==> src/rtl/ofs_btb_pkg.sv <==
package ofs_btb_pkg;
  // which level, if any, drives the prediction this cycle
  typedef enum logic [1:0] {
    SRC_NONE = 2'd0,
    SRC_FAST = 2'd1,
    SRC_MAIN = 2'd2
  } pred_src_e;
endpackage

==> src/rtl/ofs_btb_enc.sv <==
module ofs_btb_enc #(
  parameter int PC_W  = 12,
  parameter int OFS_W = 8
) (
  input  logic [PC_W-1:0]  pc,
  input  logic [PC_W-1:0]  tgt,
  output logic [OFS_W-1:0] ofs,
  output logic             fits
);
  // bits that must all equal the sign bit of the short field
  localparam int HI_W = PC_W - OFS_W + 1;

  logic [PC_W-1:0] diff;
  logic [HI_W-1:0] hi;

  always_comb begin
    diff = tgt - pc;
    hi   = diff[PC_W-1:OFS_W-1];
    ofs  = diff[OFS_W-1:0];
    fits = (&hi) | ~(|hi);
  end
endmodule

==> src/rtl/ofs_btb_fast.sv <==
module ofs_btb_fast #(
  parameter int PC_W    = 12,
  parameter int OFS_W   = 8,
  parameter int ENTRIES = 4
) (
  input  logic             clk,
  input  logic             rst_n,
  input  logic             flush,
  input  logic [PC_W-1:0]  rd_pc,
  output logic             rd_hit,
  output logic [OFS_W-1:0] rd_ofs,
  input  logic             wr_en,
  input  logic             wr_alloc,
  input  logic [PC_W-1:0]  wr_pc,
  input  logic [OFS_W-1:0] wr_ofs
);
  localparam int IDX_W = (ENTRIES > 1) ? $clog2(ENTRIES) : 1;
  localparam int AGE_W = IDX_W;

  logic [ENTRIES-1:0] vld_q, vld_d;
  logic [PC_W-1:0]    pc_q  [ENTRIES];
  logic [PC_W-1:0]    pc_d  [ENTRIES];
  logic [OFS_W-1:0]   ofs_q [ENTRIES];
  logic [OFS_W-1:0]   ofs_d [ENTRIES];
  logic [AGE_W-1:0]   age_q [ENTRIES];
  logic [AGE_W-1:0]   age_d [ENTRIES];

  logic [ENTRIES-1:0] rd_match, wr_match;
  logic               hit_any, free_any, touch;
  logic [IDX_W-1:0]   hit_idx, free_idx, lru_idx, tgt_idx;

  // fully associative compare, one comparator per slot and port
  for (genvar g = 0; g < ENTRIES; g++) begin : g_cmp
    assign rd_match[g] = vld_q[g] && (pc_q[g] == rd_pc);
    assign wr_match[g] = vld_q[g] && (pc_q[g] == wr_pc);
  end

  always_comb begin
    rd_ofs = '0;
    for (int i = 0; i < ENTRIES; i++) begin
      if (rd_match[i]) rd_ofs = rd_ofs | ofs_q[i];
    end
    rd_hit = |rd_match;
  end

  // slot selection: existing entry, else first free, else oldest
  always_comb begin
    hit_any  = 1'b0;
    hit_idx  = '0;
    free_any = 1'b0;
    free_idx = '0;
    lru_idx  = '0;
    for (int i = 0; i < ENTRIES; i++) begin
      if (wr_match[i] && !hit_any) begin
        hit_any = 1'b1;
        hit_idx = IDX_W'(i);
      end
      if (!vld_q[i] && !free_any) begin
        free_any = 1'b1;
        free_idx = IDX_W'(i);
      end
      if (age_q[i] == AGE_W'(ENTRIES - 1)) lru_idx = IDX_W'(i);
    end
    touch   = wr_en && (hit_any || wr_alloc);
    tgt_idx = hit_any ? hit_idx : (free_any ? free_idx : lru_idx);
  end

  // next state: ages stay a permutation of 0..ENTRIES-1
  always_comb begin
    vld_d = vld_q;
    pc_d  = pc_q;
    ofs_d = ofs_q;
    age_d = age_q;
    if (touch) begin
      vld_d[tgt_idx] = 1'b1;
      pc_d[tgt_idx]  = wr_pc;
      ofs_d[tgt_idx] = wr_ofs;
      for (int j = 0; j < ENTRIES; j++) begin
        if (IDX_W'(j) == tgt_idx)             age_d[j] = '0;
        else if (age_q[j] < age_q[tgt_idx])   age_d[j] = age_q[j] + 1'b1;
      end
    end
    if (flush) vld_d = '0;
  end

  always_ff @(posedge clk or negedge rst_n) begin
    if (!rst_n) begin
      vld_q <= '0;
      for (int i = 0; i < ENTRIES; i++) age_q[i] <= AGE_W'(i);
    end else begin
      vld_q <= vld_d;
      if (touch) age_q <= age_d;
    end
  end

  always_ff @(posedge clk) begin
    if (touch) begin
      pc_q  <= pc_d;
      ofs_q <= ofs_d;
    end
  end
endmodule

==> src/rtl/ofs_btb_main.sv <==
module ofs_btb_main #(
  parameter int PC_W  = 12,
  parameter int OFS_W = 8,
  parameter int SETS  = 8,
  parameter int WAYS  = 2
) (
  input  logic             clk,
  input  logic             rst_n,
  input  logic             flush,
  input  logic [PC_W-1:0]  rd_pc,
  output logic             rd_hit,
  output logic [OFS_W-1:0] rd_ofs,
  input  logic             wr_en,
  input  logic [PC_W-1:0]  wr_pc,
  input  logic [OFS_W-1:0] wr_ofs,
  output logic             wr_hit
);
  localparam int IDX_W = $clog2(SETS);
  localparam int TAG_W = PC_W - IDX_W;
  localparam int WAY_W = (WAYS > 1) ? $clog2(WAYS) : 1;

  logic [WAYS-1:0]  vld_q [SETS];
  logic [WAYS-1:0]  vld_d [SETS];
  logic [TAG_W-1:0] tag_q [SETS][WAYS];
  logic [OFS_W-1:0] ofs_q [SETS][WAYS];
  logic [WAY_W-1:0] rr_q  [SETS];
  logic [WAY_W-1:0] rr_d  [SETS];

  logic [IDX_W-1:0] rd_set, wr_set;
  logic [TAG_W-1:0] rd_tag, wr_tag;
  logic [WAY_W-1:0] hit_way, wr_way;
  logic             do_wr;

  assign rd_set = rd_pc[IDX_W-1:0];
  assign rd_tag = rd_pc[PC_W-1:IDX_W];
  assign wr_set = wr_pc[IDX_W-1:0];
  assign wr_tag = wr_pc[PC_W-1:IDX_W];

  always_comb begin
    rd_hit = 1'b0;
    rd_ofs = '0;
    for (int w = 0; w < WAYS; w++) begin
      if (vld_q[rd_set][w] && (tag_q[rd_set][w] == rd_tag)) begin
        rd_hit = 1'b1;
        rd_ofs = ofs_q[rd_set][w];
      end
    end
  end

  always_comb begin
    wr_hit  = 1'b0;
    hit_way = '0;
    for (int w = 0; w < WAYS; w++) begin
      if (vld_q[wr_set][w] && (tag_q[wr_set][w] == wr_tag)) begin
        wr_hit  = 1'b1;
        hit_way = WAY_W'(w);
      end
    end
    wr_way = wr_hit ? hit_way : rr_q[wr_set];
    do_wr  = wr_en;
  end

  always_comb begin
    vld_d = vld_q;
    rr_d  = rr_q;
    if (do_wr) begin
      vld_d[wr_set][wr_way] = 1'b1;
      if (!wr_hit) begin
        if (rr_q[wr_set] == WAY_W'(WAYS - 1)) rr_d[wr_set] = '0;
        else                                  rr_d[wr_set] = rr_q[wr_set] + 1'b1;
      end
    end
    if (flush) begin
      for (int s = 0; s < SETS; s++) vld_d[s] = '0;
    end
  end

  always_ff @(posedge clk or negedge rst_n) begin
    if (!rst_n) begin
      for (int s = 0; s < SETS; s++) begin
        vld_q[s] <= '0;
        rr_q[s]  <= '0;
      end
    end else begin
      vld_q <= vld_d;
      if (do_wr) rr_q <= rr_d;
    end
  end

  always_ff @(posedge clk) begin
    if (do_wr) begin
      tag_q[wr_set][wr_way] <= wr_tag;
      ofs_q[wr_set][wr_way] <= wr_ofs;
    end
  end
endmodule

==> src/rtl/ofs_btb.sv <==
module ofs_btb
  import ofs_btb_pkg::*;
#(
  parameter int PC_W      = 12,
  parameter int OFS_W     = 8,
  parameter int MAIN_SETS = 8,
  parameter int MAIN_WAYS = 2,
  parameter int FAST_N    = 4
) (
  input  logic            clk,
  input  logic            rst_n,
  input  logic            flush,
  input  logic            lkp_vld,
  input  logic [PC_W-1:0] lkp_pc,
  input  logic            upd_vld,
  input  logic [PC_W-1:0] upd_pc,
  input  logic [PC_W-1:0] upd_tgt,
  output logic            pred_vld,
  output logic            pred_main,
  output logic [PC_W-1:0] pred_tgt,
  output logic            upd_unenc
);
  localparam int EXT_W = PC_W - OFS_W;

  // reset: asserted asynchronously, released on the clock
  logic [1:0] rst_sync_q;
  logic       rst_int_n;
  always_ff @(posedge clk or negedge rst_n) begin
    if (!rst_n) rst_sync_q <= '0;
    else        rst_sync_q <= {rst_sync_q[0], 1'b1};
  end
  assign rst_int_n = rst_sync_q[1];

  // update path
  logic [OFS_W-1:0] enc_ofs;
  logic             enc_fits, wr_en, main_wr_hit;

  ofs_btb_enc #(.PC_W(PC_W), .OFS_W(OFS_W)) enc_i (
    .pc(upd_pc), .tgt(upd_tgt), .ofs(enc_ofs), .fits(enc_fits)
  );

  assign wr_en = upd_vld & enc_fits & ~flush;

  // fast level, read in the lookup cycle
  logic             f_hit;
  logic [OFS_W-1:0] f_ofs;

  ofs_btb_fast #(.PC_W(PC_W), .OFS_W(OFS_W), .ENTRIES(FAST_N)) fast_i (
    .clk(clk), .rst_n(rst_int_n), .flush(flush),
    .rd_pc(lkp_pc), .rd_hit(f_hit), .rd_ofs(f_ofs),
    .wr_en(wr_en), .wr_alloc(main_wr_hit), .wr_pc(upd_pc), .wr_ofs(enc_ofs)
  );

  // stage 1 registers
  logic             s1_vld_q, s1_vld_d, s1_fhit_q;
  logic [PC_W-1:0]  s1_pc_q;
  logic [OFS_W-1:0] s1_fofs_q;

  // main level, read from the stage-1 PC
  logic             m_hit;
  logic [OFS_W-1:0] m_ofs;

  ofs_btb_main #(.PC_W(PC_W), .OFS_W(OFS_W), .SETS(MAIN_SETS), .WAYS(MAIN_WAYS)) main_i (
    .clk(clk), .rst_n(rst_int_n), .flush(flush),
    .rd_pc(s1_pc_q), .rd_hit(m_hit), .rd_ofs(m_ofs),
    .wr_en(wr_en), .wr_pc(upd_pc), .wr_ofs(enc_ofs), .wr_hit(main_wr_hit)
  );

  // stage 2 registers
  logic             s2_vld_q, s2_vld_d, s2_fhit_q, s2_mhit_q;
  logic [PC_W-1:0]  s2_pc_q;
  logic [OFS_W-1:0] s2_mofs_q;
  logic             unenc_q, unenc_d;

  logic      main_fire, fast_fire;
  pred_src_e src;

  always_comb begin
    main_fire = s2_vld_q & ~s2_fhit_q & s2_mhit_q;
    fast_fire = s1_vld_q & s1_fhit_q & ~main_fire;
    s1_vld_d  = lkp_vld & ~flush;
    // a main-level redirect makes the younger lookup wrong-path
    s2_vld_d  = s1_vld_q & ~main_fire & ~flush;
    unenc_d   = upd_vld & ~enc_fits;
    if (main_fire)      src = SRC_MAIN;
    else if (fast_fire) src = SRC_FAST;
    else                src = SRC_NONE;
  end

  always_ff @(posedge clk or negedge rst_int_n) begin
    if (!rst_int_n) begin
      s1_vld_q <= 1'b0;
      s2_vld_q <= 1'b0;
      unenc_q  <= 1'b0;
    end else begin
      s1_vld_q <= s1_vld_d;
      s2_vld_q <= s2_vld_d;
      unenc_q  <= unenc_d;
    end
  end

  always_ff @(posedge clk) begin
    if (lkp_vld) begin
      s1_pc_q   <= lkp_pc;
      s1_fhit_q <= f_hit;
      s1_fofs_q <= f_ofs;
    end
    if (s1_vld_q) begin
      s2_pc_q   <= s1_pc_q;
      s2_fhit_q <= s1_fhit_q;
      s2_mhit_q <= m_hit;
      s2_mofs_q <= m_ofs;
    end
  end

  always_comb begin
    unique case (src)
      SRC_MAIN: pred_tgt = s2_pc_q + {{EXT_W{s2_mofs_q[OFS_W-1]}}, s2_mofs_q};
      SRC_FAST: pred_tgt = s1_pc_q + {{EXT_W{s1_fofs_q[OFS_W-1]}}, s1_fofs_q};
      default:  pred_tgt = '0;
    endcase
    pred_vld  = (src != SRC_NONE);
    pred_main = (src == SRC_MAIN);
  end

  assign upd_unenc = unenc_q;
endmodule

==> config.mk <==
export PLATFORM = sky130hd
export DESIGN_NAME = ofs_btb
export DESIGN_NICKNAME = d
export VERILOG_FILES = /design/src/rtl/ofs_btb_pkg.sv /design/src/rtl/ofs_btb_enc.sv /design/src/rtl/ofs_btb_fast.sv /design/src/rtl/ofs_btb_main.sv /design/src/rtl/ofs_btb.sv
export SDC_FILE = /design/constraint.sdc
export NUM_CORES = 1
export LEC_CHECK = 0
export CELL_PAD_IN_SITES_DETAIL_PLACEMENT = 2
export CELL_PAD_IN_SITES_GLOBAL_PLACEMENT = 2
export CORE_MARGIN = 1.5
export CORE_UTILIZATION = 43
export CTS_BUF_LIST = sky130_fd_sc_hd__clkbuf_8
export CTS_CLUSTER_DIAMETER = 50
export DETAILED_ROUTE_END_ITERATION = 16
export HOLD_SLACK_MARGIN = 0.15
export PLACE_DENSITY = 0.85
export SYNTH_ARGS = -nofsm -noshare
export SYNTH_HDL_FRONTEND = slang
export SYNTH_SLANG_ARGS = --single-unit
==> constraint.sdc <==
create_clock -name clk -period 3.2 [get_ports clk]
set_clock_uncertainty 0.15 [all_clocks]
set_input_delay 0.8 -clock clk [delete_from_list [all_inputs] [get_ports clk]]
set_output_delay 0.8 -clock clk [all_outputs]
set_load 0.02 [all_outputs]
==> results.md <==
- Setup crit end kind: flop
- Largest net degree at the start of global routing: 40
- Yosys top cell area share: 0.564
- CTS max path bufs: 3
- Rows: 80
- RSZ-0062 raised after global routing: true
- Initial antenna violation count: 8
- Max cap viols: 2
- Largest cells by area after synthesis: edfxtp_1, mux4_2, xnor2_1
- Antenna-violating nets left: 0
- Period utilization: 1.49
- GRT Residual Overflow: 0
- Routed WL: 136 mm
- Core area: 48,000 um^2
- Gate Count Post-Synth: roughly 1.4k
- Root Driver: clkbuf_8
- Post-synthesis async set-or-reset flop share: 0.0934
- Fin nets: 1,904
- Yosys top cell by area: edfxtp_1
- Post-Syn Area: between 20,000 and 25,000 um^2
- Chip Height: 224 um
- Post-route setup TNS: -529.87 ns
- Outcome: complete, but fails checks
- Max-slew violations: 2
- Area grow syn2layout: 38.9%
- Vias: 19.2k
- Synth Area per Inst: 15.3 um^2
- Vias in the first global route: 19.0k
- Final Cell Area: 29,200 um^2
- I/O Pins: 56
- Worst slew pin tran: 1.52 ns
- CTS tree: built
- Fmax: ~210 MHz
- DRT Pass-1 Iters: 6
- Yosys warns: 0
- Setup Crit Path Kind: in2reg
- Final setup margin: -1.58 ns
- Worst path required time: 3.47 ns
- CP max FO: 12
- Flops & latches, synth: roughly 440
- Die Wd: 224 um
- Skew-Pair Late Insertion Delay: 0.76 ns
- Hold Crit Class: reg2reg
- DIE AREA: 50,200 um^2
- Starting Density: 0.438
- Final Power: approximately 15 mW
- Slew headroom: -0.0208
- CP peak stage delay: ~1.2 ns
- Final hold vios: 0
- Commonest non-fill, non-tap cell in the layout: edfxtp_1
- # fillers: 3,956
- Crit path cell chain: buf_12 > buf_12 > buf_4 > mux2_2 > o22ai_1 > a221oi_1 > buf_4 > xnor2_1 > nor4_2 > nand4_1 > buf_4 > o21ai_4 > or2_4 > buf_12 > nor2_4 > buf_6 > buf_12
- Netlist cell types: 88
- Dpl hpwl: roughly 59 mm
- Startpoint type of the worst setup path: primary input
- Wire length per cell: between 50 and 60 um
- Final core utilization: 0.608
- Layout cells sized above 1: 0.459
- Drt drc: 0
- Most used cell, CP: buf_12
- Worst path slowest cell: xnor2_1
- Synth Net Count: about 1.5k
- First-pass GRT wire length: about 160 mm
- Failing checks: max-capacitance violations, max-slew violations, negative setup slack
- Area after DPL: about 25,000 um^2
- RD Place Congestion: 0.861
- Worst-path clk slew: 0.07 ns
- Worst EP arrival: 5.05 ns
- Number of buffers created by CTS: slightly below 80
- Final setup violating endpoints: 418
- Overall Global Routing Usage: 0.474
- Fin crit period: 4.78 ns
- Leakage: 10.6 nW
- Htree depth: 3
- Iteration-0 DRC Markers: 3,366
- Vias per Instance: between 7 and 8
- Port bufs: 55
- Commonest cells after routing, fill and taps aside: edfxtp_1, buf_4, xnor2_1, mux4_2, clkbuf_8
- Synth Flop Type: edfxtp_1
- Post-synth EDFFs: 395
- Maximum vdd drop: 0.432 mV
- Pwr/cell area: 527 nW/um^2
- Sequential share of the synthesized area: 0.616
- CTS Sinks: 439
## through the flow
stage	hold WS (ns)	setup slack, ns	instances
after floorplan	0.181	-1.40	1376
after global placement	0.196	-1.87	2242
after detailed placement	0.188	-2.21	2242
after CTS	0.225	-1.10	2447
after global routing	0.223	-1.58	2502
final	0.217	-1.58	2503
## report_power, final
part,switching [mW],internal (mW),leakage (nW)
Combinational,1.79,1.08,5.62
Sequential,0.102,6.41,4.16
Clock,3.38,2.66,0.863
Total,5.27,10.1,10.6
## layout make-up
class / count / area, um^2 / share of cell area
multi-input cells: 817 / 9130 / 0.313
inverters: 51 / 211 / 0.00724
well taps: 615 / 769 / 0.0263
clock inverters: 55 / 329 / 0.0113
diodes: 3 / 7.51 / 0.000257
clock buffers: 85 / 1170 / 0.0400
repair buffers: 438 / 4640 / 0.159
flip-flops and latches: 439 / 13000 / 0.444
## sequential cells by signal, summed over array words and instances (netlist names), named ones only
name	count
fast_i.age_q	8
fast_i.ofs_q	32
fast_i.pc_q	48
fast_i.vld_q	4
main_i.ofs_q	128
main_i.rr_q	8
main_i.tag_q	144
main_i.vld_q	16
rst_sync_q	2
s1_fhit_q	1
s1_fofs_q	8
s1_pc_q	12
s1_vld_q	1
s2_fhit_q	1
s2_mhit_q	1
s2_mofs_q	8
s2_pc_q	12
s2_vld_q	1
upd_unenc	1
## cells by family after synthesis
family / count (synthesis) / share of synthesized area
flip-flops: 439 / 0.616
AND/OR/NAND/NOR: 243 / 0.0603
AO/OA/AOI/OAI: 200 / 0.0693
multiplexers: 172 / 0.137
XOR/XNOR: 160 / 0.0666
buffers and inverters: 120 / 0.0256
adder cells (fa/ha/maj): 41 / 0.0253
other: 1 / 0.000178
## final timing paths
check / startpoint / endpoint / slack [ns] / cells past startpoint
worst max-delay path: upd_pc[0] / main_i.tag_q[5][16]$_DFFE_PP_ / -1.58 / 17
worst min-delay path: rst_sync_q[0]$_DFF_PN0_ / rst_sync_q[1]$_DFF_PN0_ / 0.22 / 0
worst max register to register: main_i.tag_q[5][5]$_DFFE_PP_ / main_i.tag_q[5][16]$_DFFE_PP_ / -1.45 / 14
worst min register to register: rst_sync_q[0]$_DFF_PN0_ / rst_sync_q[1]$_DFF_PN0_ / 0.22 / 0
max in group asynchronous: rst_sync_q[1]$_DFF_PN0_ / main_i.rr_q[5]$_DFFE_PN0P_ / 1.60 / 0
min in group asynchronous: rst_sync_q[1]$_DFF_PN0_ / fast_i.vld_q[2]$_DFFE_PN0P_ / 0.41 / 0
## repair_timing
action	in CTS	in global routing
endpoints found under the hold margin	2	0
pin swaps	64	69
buffers inserted	51	65
setup endpoints to repair	412	411
hold buffers	1	0
gates cloned	14	10
resized for setup	317	206
## Yosys cell counts, types with 6 or more instances
cell / instances
a22oi_1: 17
buf_2: 17
nand2b_1: 8
o22ai_1: 30
nor3_1: 23
inv_1: 49
a21oi_1: 24
xor2_1: 34
a21o_1: 10
nand2_1: 55
o22a_1: 6
o21bai_1: 8
mux2_1: 8
mux4_2: 90
o21a_1: 6
dfrtp_1: 37
xnor2_1: 126
buf_6: 9
edfxtp_1: 395
o21ai_0: 30
nand4_1: 22
buf_1: 8
nor2b_1: 9
clkbuf_1: 35
ha_1: 36
o31a_1: 6
nand3_1: 19
mux2i_1: 58
mux2_2: 16
nor4_1: 17
a221oi_1: 8
nor2_1: 51
## routing by layer
| metal | up-vias | wire length [um] | track usage |
|---|---|---|---|
| met5 | - | 74 | 0 |
| met4 | 10 | 16300 | 0.398 |
| met3 | 1014 | 20100 | 0.154 |
| met2 | 2368 | 57900 | 0.738 |
| met1 | 9488 | 41700 | 0.529 |
| li1 | 6314 | - | - |
## critical path, delay by kind of cell
| kind | cells | cell delay (ns) |
|---|---|---|
| simple gates | 4 | 0.93 |
| xor+xnor | 1 | 1.16 |
| mux | 1 | 0.38 |
| buf+inv | 8 | 1.37 |
| compound gates | 3 | 0.36 |
(Power assumes the default switching activity.)
